==> config.mk <==
export PLATFORM = sky130hd
export DESIGN_NAME = prio_intc
export DESIGN_NICKNAME = d
export VERILOG_FILES = /design/src/rtl/pic_pkg.sv /design/src/rtl/pic_edge_latch.sv /design/src/rtl/pic_ctrl_regs.sv /design/src/rtl/pic_arbiter.sv /design/src/rtl/prio_intc.sv
export SDC_FILE = /design/constraint.sdc
export NUM_CORES = 1
export LEC_CHECK = 0
export CAP_MARGIN = 25
export CORE_UTILIZATION = 57
export CTS_CLUSTER_DIAMETER = 80
export DETAILED_ROUTE_END_ITERATION = 7
export DONT_BUFFER_PORTS = 1
export HOLD_SLACK_MARGIN = 0.1
export MAX_ROUTING_LAYER = met4
export PLACE_DENSITY = 0.75
export SLEW_MARGIN = 20
export SYNTH_ARGS = -nofsm -noshare
export SYNTH_HDL_FRONTEND = slang
export SYNTH_SLANG_ARGS = --single-unit
export TNS_END_PERCENT = 10
==> constraint.sdc <==
create_clock -name clk -period 61.3 [get_ports clk]
set_input_delay 18.39 -clock clk [delete_from_list [all_inputs] [get_ports clk]]
set_output_delay 18.39 -clock clk [all_outputs]
set_load 0.01 [all_outputs]
==> src/rtl/pic_pkg.sv <==
package pic_pkg;
  localparam int WORD_W          = 32;
  localparam int FIELD_W         = 4;
  localparam int FIELDS_PER_WORD = WORD_W / FIELD_W;
  localparam int PRIO_W          = FIELD_W - 1;

  typedef logic [PRIO_W-1:0] prio_t;
endpackage

==> src/rtl/pic_edge_latch.sv <==
module pic_edge_latch (
  input  logic clk,
  input  logic rst_n,
  input  logic pin,
  input  logic rise_sel,
  input  logic ack,
  output logic pending
);
  logic s1_q, s2_q, prev_q, lat_q;
  logic s1_d, s2_d, prev_d, lat_d;
  logic edge_hit;

  always_comb begin
    s1_d     = pin;
    s2_d     = s1_q;
    prev_d   = s2_q;
    edge_hit = rise_sel ? (s2_q & ~prev_q) : (~s2_q & prev_q);
    if (edge_hit)      lat_d = 1'b1;
    else if (ack)      lat_d = 1'b0;
    else               lat_d = lat_q;
  end

  always_ff @(posedge clk or negedge rst_n) begin
    if (!rst_n) begin
      s1_q   <= 1'b0;
      s2_q   <= 1'b0;
      prev_q <= 1'b0;
      lat_q  <= 1'b0;
    end else begin
      s1_q   <= s1_d;
      s2_q   <= s2_d;
      prev_q <= prev_d;
      lat_q  <= lat_d;
    end
  end

  assign pending = lat_q;

  AST_EDGE_WINS_OVER_ACK: assert property (@(posedge clk) disable iff (!rst_n)
    edge_hit |=> pending);
  AST_ACK_CLEARS_LATCH: assert property (@(posedge clk) disable iff (!rst_n)
    (ack && !edge_hit) |=> !pending);
  AST_SET_NEEDS_EDGE: assert property (@(posedge clk) disable iff (!rst_n)
    $rose(pending) |-> $past(edge_hit));
endmodule

==> src/rtl/pic_ctrl_regs.sv <==
module pic_ctrl_regs #(
  parameter int          NUM_SRC  = 28,
  parameter int          ADDR_W   = 3,
  parameter logic [27:0] EXT_MASK = 28'h600000F
) (
  input  logic                                   clk,
  input  logic                                   rst_n,
  input  logic                                   wr_en,
  input  logic [ADDR_W-1:0]                      addr,
  input  logic [pic_pkg::WORD_W-1:0]             wdata,
  input  logic [NUM_SRC-1:0]                     pend_i,
  output logic [pic_pkg::WORD_W-1:0]             rdata,
  output logic [NUM_SRC-1:0][pic_pkg::PRIO_W-1:0] prio_o,
  output logic [NUM_SRC-1:0]                     pol_o,
  output logic [NUM_SRC-1:0]                     ack_o
);
  localparam int FPW      = pic_pkg::FIELDS_PER_WORD;
  localparam int FW       = pic_pkg::FIELD_W;
  localparam int PW       = pic_pkg::PRIO_W;
  localparam int WW       = pic_pkg::WORD_W;
  localparam int NUM_REGS = (NUM_SRC + FPW - 1) / FPW;
  localparam logic [ADDR_W-1:0] POL_ADDR = ADDR_W'(NUM_REGS);

  logic [NUM_SRC-1:0][PW-1:0] prio_q, prio_d;
  logic [NUM_SRC-1:0]         pol_q;
  logic                       pol_wr;

  assign pol_wr = wr_en && (addr == POL_ADDR);

  for (genvar s = 0; s < NUM_SRC; s++) begin : g_field
    localparam int K   = s / FPW;
    localparam int MSB = WW - 1 - FW * (s % FPW);
    logic hit;

    assign hit       = wr_en && (addr == ADDR_W'(K)) && wdata[MSB];
    assign prio_d[s] = hit ? wdata[MSB-1 -: PW] : prio_q[s];
    assign ack_o[s]  = EXT_MASK[s] ? hit : 1'b0;

    always_ff @(posedge clk or negedge rst_n) begin
      if (!rst_n) prio_q[s] <= '0;
      else        prio_q[s] <= prio_d[s];
    end

    if (EXT_MASK[s]) begin : g_pol
      logic pol_d;
      assign pol_d = pol_wr ? wdata[WW-1-s] : pol_q[s];
      always_ff @(posedge clk or negedge rst_n) begin
        if (!rst_n) pol_q[s] <= 1'b0;
        else        pol_q[s] <= pol_d;
      end
    end else begin : g_nopol
      assign pol_q[s] = 1'b0;
    end

    AST_UNQUALIFIED_HOLD: assert property (@(posedge clk) disable iff (!rst_n)
      (wr_en && addr == ADDR_W'(K) && !wdata[MSB]) |=> $stable(prio_q[s]));
  end

  always_comb begin
    rdata = '0;
    if (addr == POL_ADDR) begin
      for (int s = 0; s < NUM_SRC; s++)
        if (EXT_MASK[s]) rdata[WW-1-s] = pol_q[s];
    end else begin
      for (int s = 0; s < NUM_SRC; s++)
        if (addr == ADDR_W'(s / FPW))
          rdata[WW-1-FW*(s%FPW) -: FW] = {pend_i[s], prio_q[s]};
    end
  end

  assign prio_o = prio_q;
  assign pol_o  = pol_q;
endmodule

==> src/rtl/pic_arbiter.sv <==
module pic_arbiter #(
  parameter int NUM_SRC = 28,
  parameter int VEC_W   = $clog2(NUM_SRC + 1)
) (
  input  logic                                    clk,
  input  logic                                    rst_n,
  input  logic [NUM_SRC-1:0]                      pend_i,
  input  logic [NUM_SRC-1:0][pic_pkg::PRIO_W-1:0] prio_i,
  output logic [pic_pkg::PRIO_W-1:0]              level_o,
  output logic [VEC_W-1:0]                        vector_o
);
  localparam int PW = pic_pkg::PRIO_W;

  always_comb begin
    level_o  = '0;
    vector_o = '0;
    for (int s = 0; s < NUM_SRC; s++) begin
      if (pend_i[s] && (prio_i[s] > level_o)) begin
        level_o  = prio_i[s];
        vector_o = VEC_W'(s + 1);
      end
    end
  end

  AST_IDLE_PAIR: assert property (@(posedge clk) disable iff (!rst_n)
    (level_o == '0) |-> (vector_o == '0));
  AST_WINNER_ELIGIBLE: assert property (@(posedge clk) disable iff (!rst_n)
    (vector_o != '0) |-> (pend_i[vector_o - 1'b1] && prio_i[vector_o - 1'b1] == level_o));
  AST_VECTOR_RANGE: assert property (@(posedge clk) disable iff (!rst_n)
    vector_o <= VEC_W'(NUM_SRC));
  AST_LEVEL_WIDTH: assert property (@(posedge clk) disable iff (!rst_n)
    (vector_o == '0) |-> (level_o == PW'(0)));
endmodule

==> src/rtl/prio_intc.sv <==
module prio_intc #(
  parameter int          NUM_SRC  = 28,
  parameter int          ADDR_W   = 3,
  parameter logic [27:0] EXT_MASK = 28'h600000F,
  parameter int          VEC_W    = $clog2(NUM_SRC + 1)
) (
  input  logic                        clk,
  input  logic                        rst_n,
  input  logic                        wr_en,
  input  logic [ADDR_W-1:0]           addr,
  input  logic [pic_pkg::WORD_W-1:0]  wdata,
  output logic [pic_pkg::WORD_W-1:0]  rdata,
  input  logic [NUM_SRC-1:0]          src_in,
  output logic [pic_pkg::PRIO_W-1:0]  irq_level,
  output logic [VEC_W-1:0]            irq_vector
);
  logic [NUM_SRC-1:0][pic_pkg::PRIO_W-1:0] prio;
  logic [NUM_SRC-1:0]                      pol;
  logic [NUM_SRC-1:0]                      ack;
  logic [NUM_SRC-1:0]                      pend;

  pic_ctrl_regs #(
    .NUM_SRC (NUM_SRC),
    .ADDR_W  (ADDR_W),
    .EXT_MASK(EXT_MASK)
  ) u_regs (
    .clk   (clk),
    .rst_n (rst_n),
    .wr_en (wr_en),
    .addr  (addr),
    .wdata (wdata),
    .pend_i(pend),
    .rdata (rdata),
    .prio_o(prio),
    .pol_o (pol),
    .ack_o (ack)
  );

  for (genvar s = 0; s < NUM_SRC; s++) begin : g_src
    if (EXT_MASK[s]) begin : g_edge
      pic_edge_latch u_latch (
        .clk     (clk),
        .rst_n   (rst_n),
        .pin     (src_in[s]),
        .rise_sel(pol[s]),
        .ack     (ack[s]),
        .pending (pend[s])
      );
    end else begin : g_level
      assign pend[s] = src_in[s];
      AST_LEVEL_TRACKS: assert property (@(posedge clk) disable iff (!rst_n)
        pend[s] == src_in[s]);
    end
  end

  pic_arbiter #(
    .NUM_SRC(NUM_SRC),
    .VEC_W  (VEC_W)
  ) u_arb (
    .clk     (clk),
    .rst_n   (rst_n),
    .pend_i  (pend),
    .prio_i  (prio),
    .level_o (irq_level),
    .vector_o(irq_vector)
  );
endmodule

==> results_dict.tcl <==
set metrics [dict create \
    maxCapViolations 0 \
    ant_nets 0 \
    first_pass_iters 7 \
    skew_ns 0.004701 \
    critPathCaptureType "output pin" \
    grt_setup_unrepaired "true" \
    synth.distinct_cells 92 \
    worstRegToRegCells 1 \
    dr.first_iter.drc_count 825 \
    antenna_found_initial 0 \
    wl_um 30400 \
    grt_max_degree 115 \
    synth.avg_cell_area_um2 8.927 \
    critPathKind "input port to output pin" \
    portBuffers 0 \
    synth_flop_cell "dfrtp_1" \
    synth.top_cells.by_area "dfrtp_1 (32%), mux2_2 (12%), nand2_1 (4.8%)" \
    cts_inserted_buffers 17 \
    postCtsHoldBufs 0 \
    cp.arrival_ns 45.69 \
    clk_path_buf_depth 2 \
    ys_seq_area_share_pct 31.58 \
    required_ns 42.91 \
    clk_pin_slew_ns 0.05 \
    syn_inst 1012 \
    die_y_um 127.9 \
    grt_pass1_vias 8069 \
    crit_fanout 5 \
    grt_first_pass_wirelength_um 43660 \
    fin_crit_ns 64.08 \
    synth.most_common_cell "nand2_1" \
    synth_largest_area_cell "dfrtp_1" \
    setup_slack_ns -2.777 \
    syn_area_um2 9034 \
    chipWidth_um 127.9 \
    cts-root-buf "clkbuf_16" \
    clock_latency_ns 0.43 \
    violations "setup timing" \
    area_growth_pct 26.80 \
    ys_ff_latch 114 \
    vias 8875 \
    hold_viol 0 \
    synth_edf_count 0 \
    die-area_um2 16360 \
    setup_violations 8 \
    hold_path.class "register to register" \
    start_util_pct 58.99 \
    hold_path_depth 0 \
    async_flop_share_pct 100.0 \
    gp_congestion 0.9918 \
    drt-wirelength-per-cell_um 22.52 \
    ys_warn_count 0 \
    synth_nets 1111 \
    core_um2 15310 \
    cp-start-kind "input port" \
    place_inst 1287 \
    via_per_inst 6.574 \
    gr-usage-all-layers_pct 36.45 \
    hpwl_um 21540 \
    diodes 0 \
    slowest_stage "or4_4" \
    final_cell_count_no_fill 1350 \
    synth_commonest_cells "nand2_1 (115), dfrtp_1 (114), nor2_1 (112)" \
    gr-total-overflow 0 \
    htreeDepth 4 \
    cts_tree "yes" \
    final_layout_size_suffix_gt1_share_pct 36.96 \
    ios 106 \
    relSlewSlack_pct 22.31 \
    cts_sinks 114 \
    nNetsFinal 1225 \
    fillers 1070 \
    max_freq_ghz 0.01561 \
    num_rows 45 \
    slowest_delay_ns 0.51 \
    tightest_slew_ns 1.161 \
    final_max_slew_viol_count 0 \
    outcome "finished with violations" \
    drc_errors 0 \
    finalCritPeriodShare_pct 104.5 \
    post-synth-top-area-fraction_pct 31.58 \
]
## sequential cells by signal, indices dropped and copies added, names as in the netlist
signal                        count
u_regs.prio_o                    84
g_src.g_edge.u_latch.pending      6
g_src.g_edge.u_latch.prev_d       6
g_src.g_edge.u_latch.prev_q       6
g_src.g_edge.u_latch.s1_q         6
u_regs.pol_o                      6
## worst paths after layout
kind,startpoint,end,slack [ns]
max in group asynchronous,rst_n,u_regs.prio_o[39],43.46
min in group asynchronous,rst_n,g_src[0].g_edge.u_latch.pending,17.66
setup reg to reg,g_src[3].g_edge.u_latch.pending,g_src[3].g_edge.u_latch.pending,60.22
hold / removal,g_src[25].g_edge.u_latch.s1_q,g_src[25].g_edge.u_latch.prev_d,0.34
hold reg to reg,g_src[25].g_edge.u_latch.s1_q,g_src[25].g_edge.u_latch.prev_d,0.34
setup / recovery,src_in[4],irq_level[0],-2.78
## per-stage QoR
step / setup TNS, ns / utilization (%) / area, µm² / setup slack, ns / hold slack [ns]
after floorplan: -9.364 / - / 9136 / -1.397 / 0.3312
after global placement: -19.48 / 64.86 / 9933 / -2.538 / 0.3347
after detailed placement: -24.37 / 64.86 / 9933 / -3.155 / 0.3363
after CTS: -22.24 / 69.36 / 10620 / -2.888 / 0.3502
after global routing: -31.11 / 74.80 / 11450 / -4.007 / 0.3617
final: -21.19 / 74.80 / 11450 / -2.777 / 0.3449
## metal layers
metal	up-vias	global-route usage (%)	part of all wire, %
met1	4295	45.86	41
met2	467	55.34	46
met4	0	17.37	5.5
met3	104	8.681	8.2
li1	4009	-	-
met5	-	-	0
## cells in the final DEF (no fill, tap or decap), types with 11 or more instances in the layout
cell type and n:
a21oi_1 56, nand3_1 34, a31oi_1 14, o211ai_1 11, ha_1 19, clkbuf_16 17, mux2_2 93, ha_4 14
mux4_2 12, mux2i_1 23, o21ai_0 47, inv_1 43, nor2b_1 22, dfrtp_1 114, o21a_1 14, nor2_1 86
nor2_2 16, buf_4 115, nand2_1 108
## layout make-up
cell class	count	area, µm²	share of cell area (%)
Multi-Input combinational cell	829	6714	58.61
Inverter	46	172.7	1.507
Tap cell	211	264.0	2.305
Timing Repair Buffer	118	897.1	7.832
Clock inverter	13	111.4	0.9722
Sequential cell	114	2853	24.90
Clock buffer	19	442.9	3.867
## logic make-up (layout without fill, tap and decap cells)
logic type               Yosys count  in the layout  share of synthesized area (%)
adder cells (fa/ha/maj)           36             36                          4.903
flip-flops                       114            114                          31.58
buffers and inverters             69            196                          3.241
AND/OR/NAND/NOR                  375            375                          19.72
AO/OA/AOI/OAI                    280            280                          22.02
multiplexers                     138            138                          18.53
## repair_timing
item	4_1_cts	5_1_grt
gates resized for setup	16	121
pin swaps	21	124
setup endpoints to repair	8	8
setup buffers	7	24
## critical path: cells and delay by family
kind / cells / cell delay (ns)
AO/OA/AOI/OAI: 53 / 10.22
buffers and inverters: 6 / 0.61
multiplexers: 7 / 2.22
AND/OR/NAND/NOR: 62 / 7.58
adder cells (fa/ha/maj): 25 / 6.66
Power is left out: the tool's default activity adds up to more than one toggle a clock period on the data nets, which glitch-free logic cannot reach.
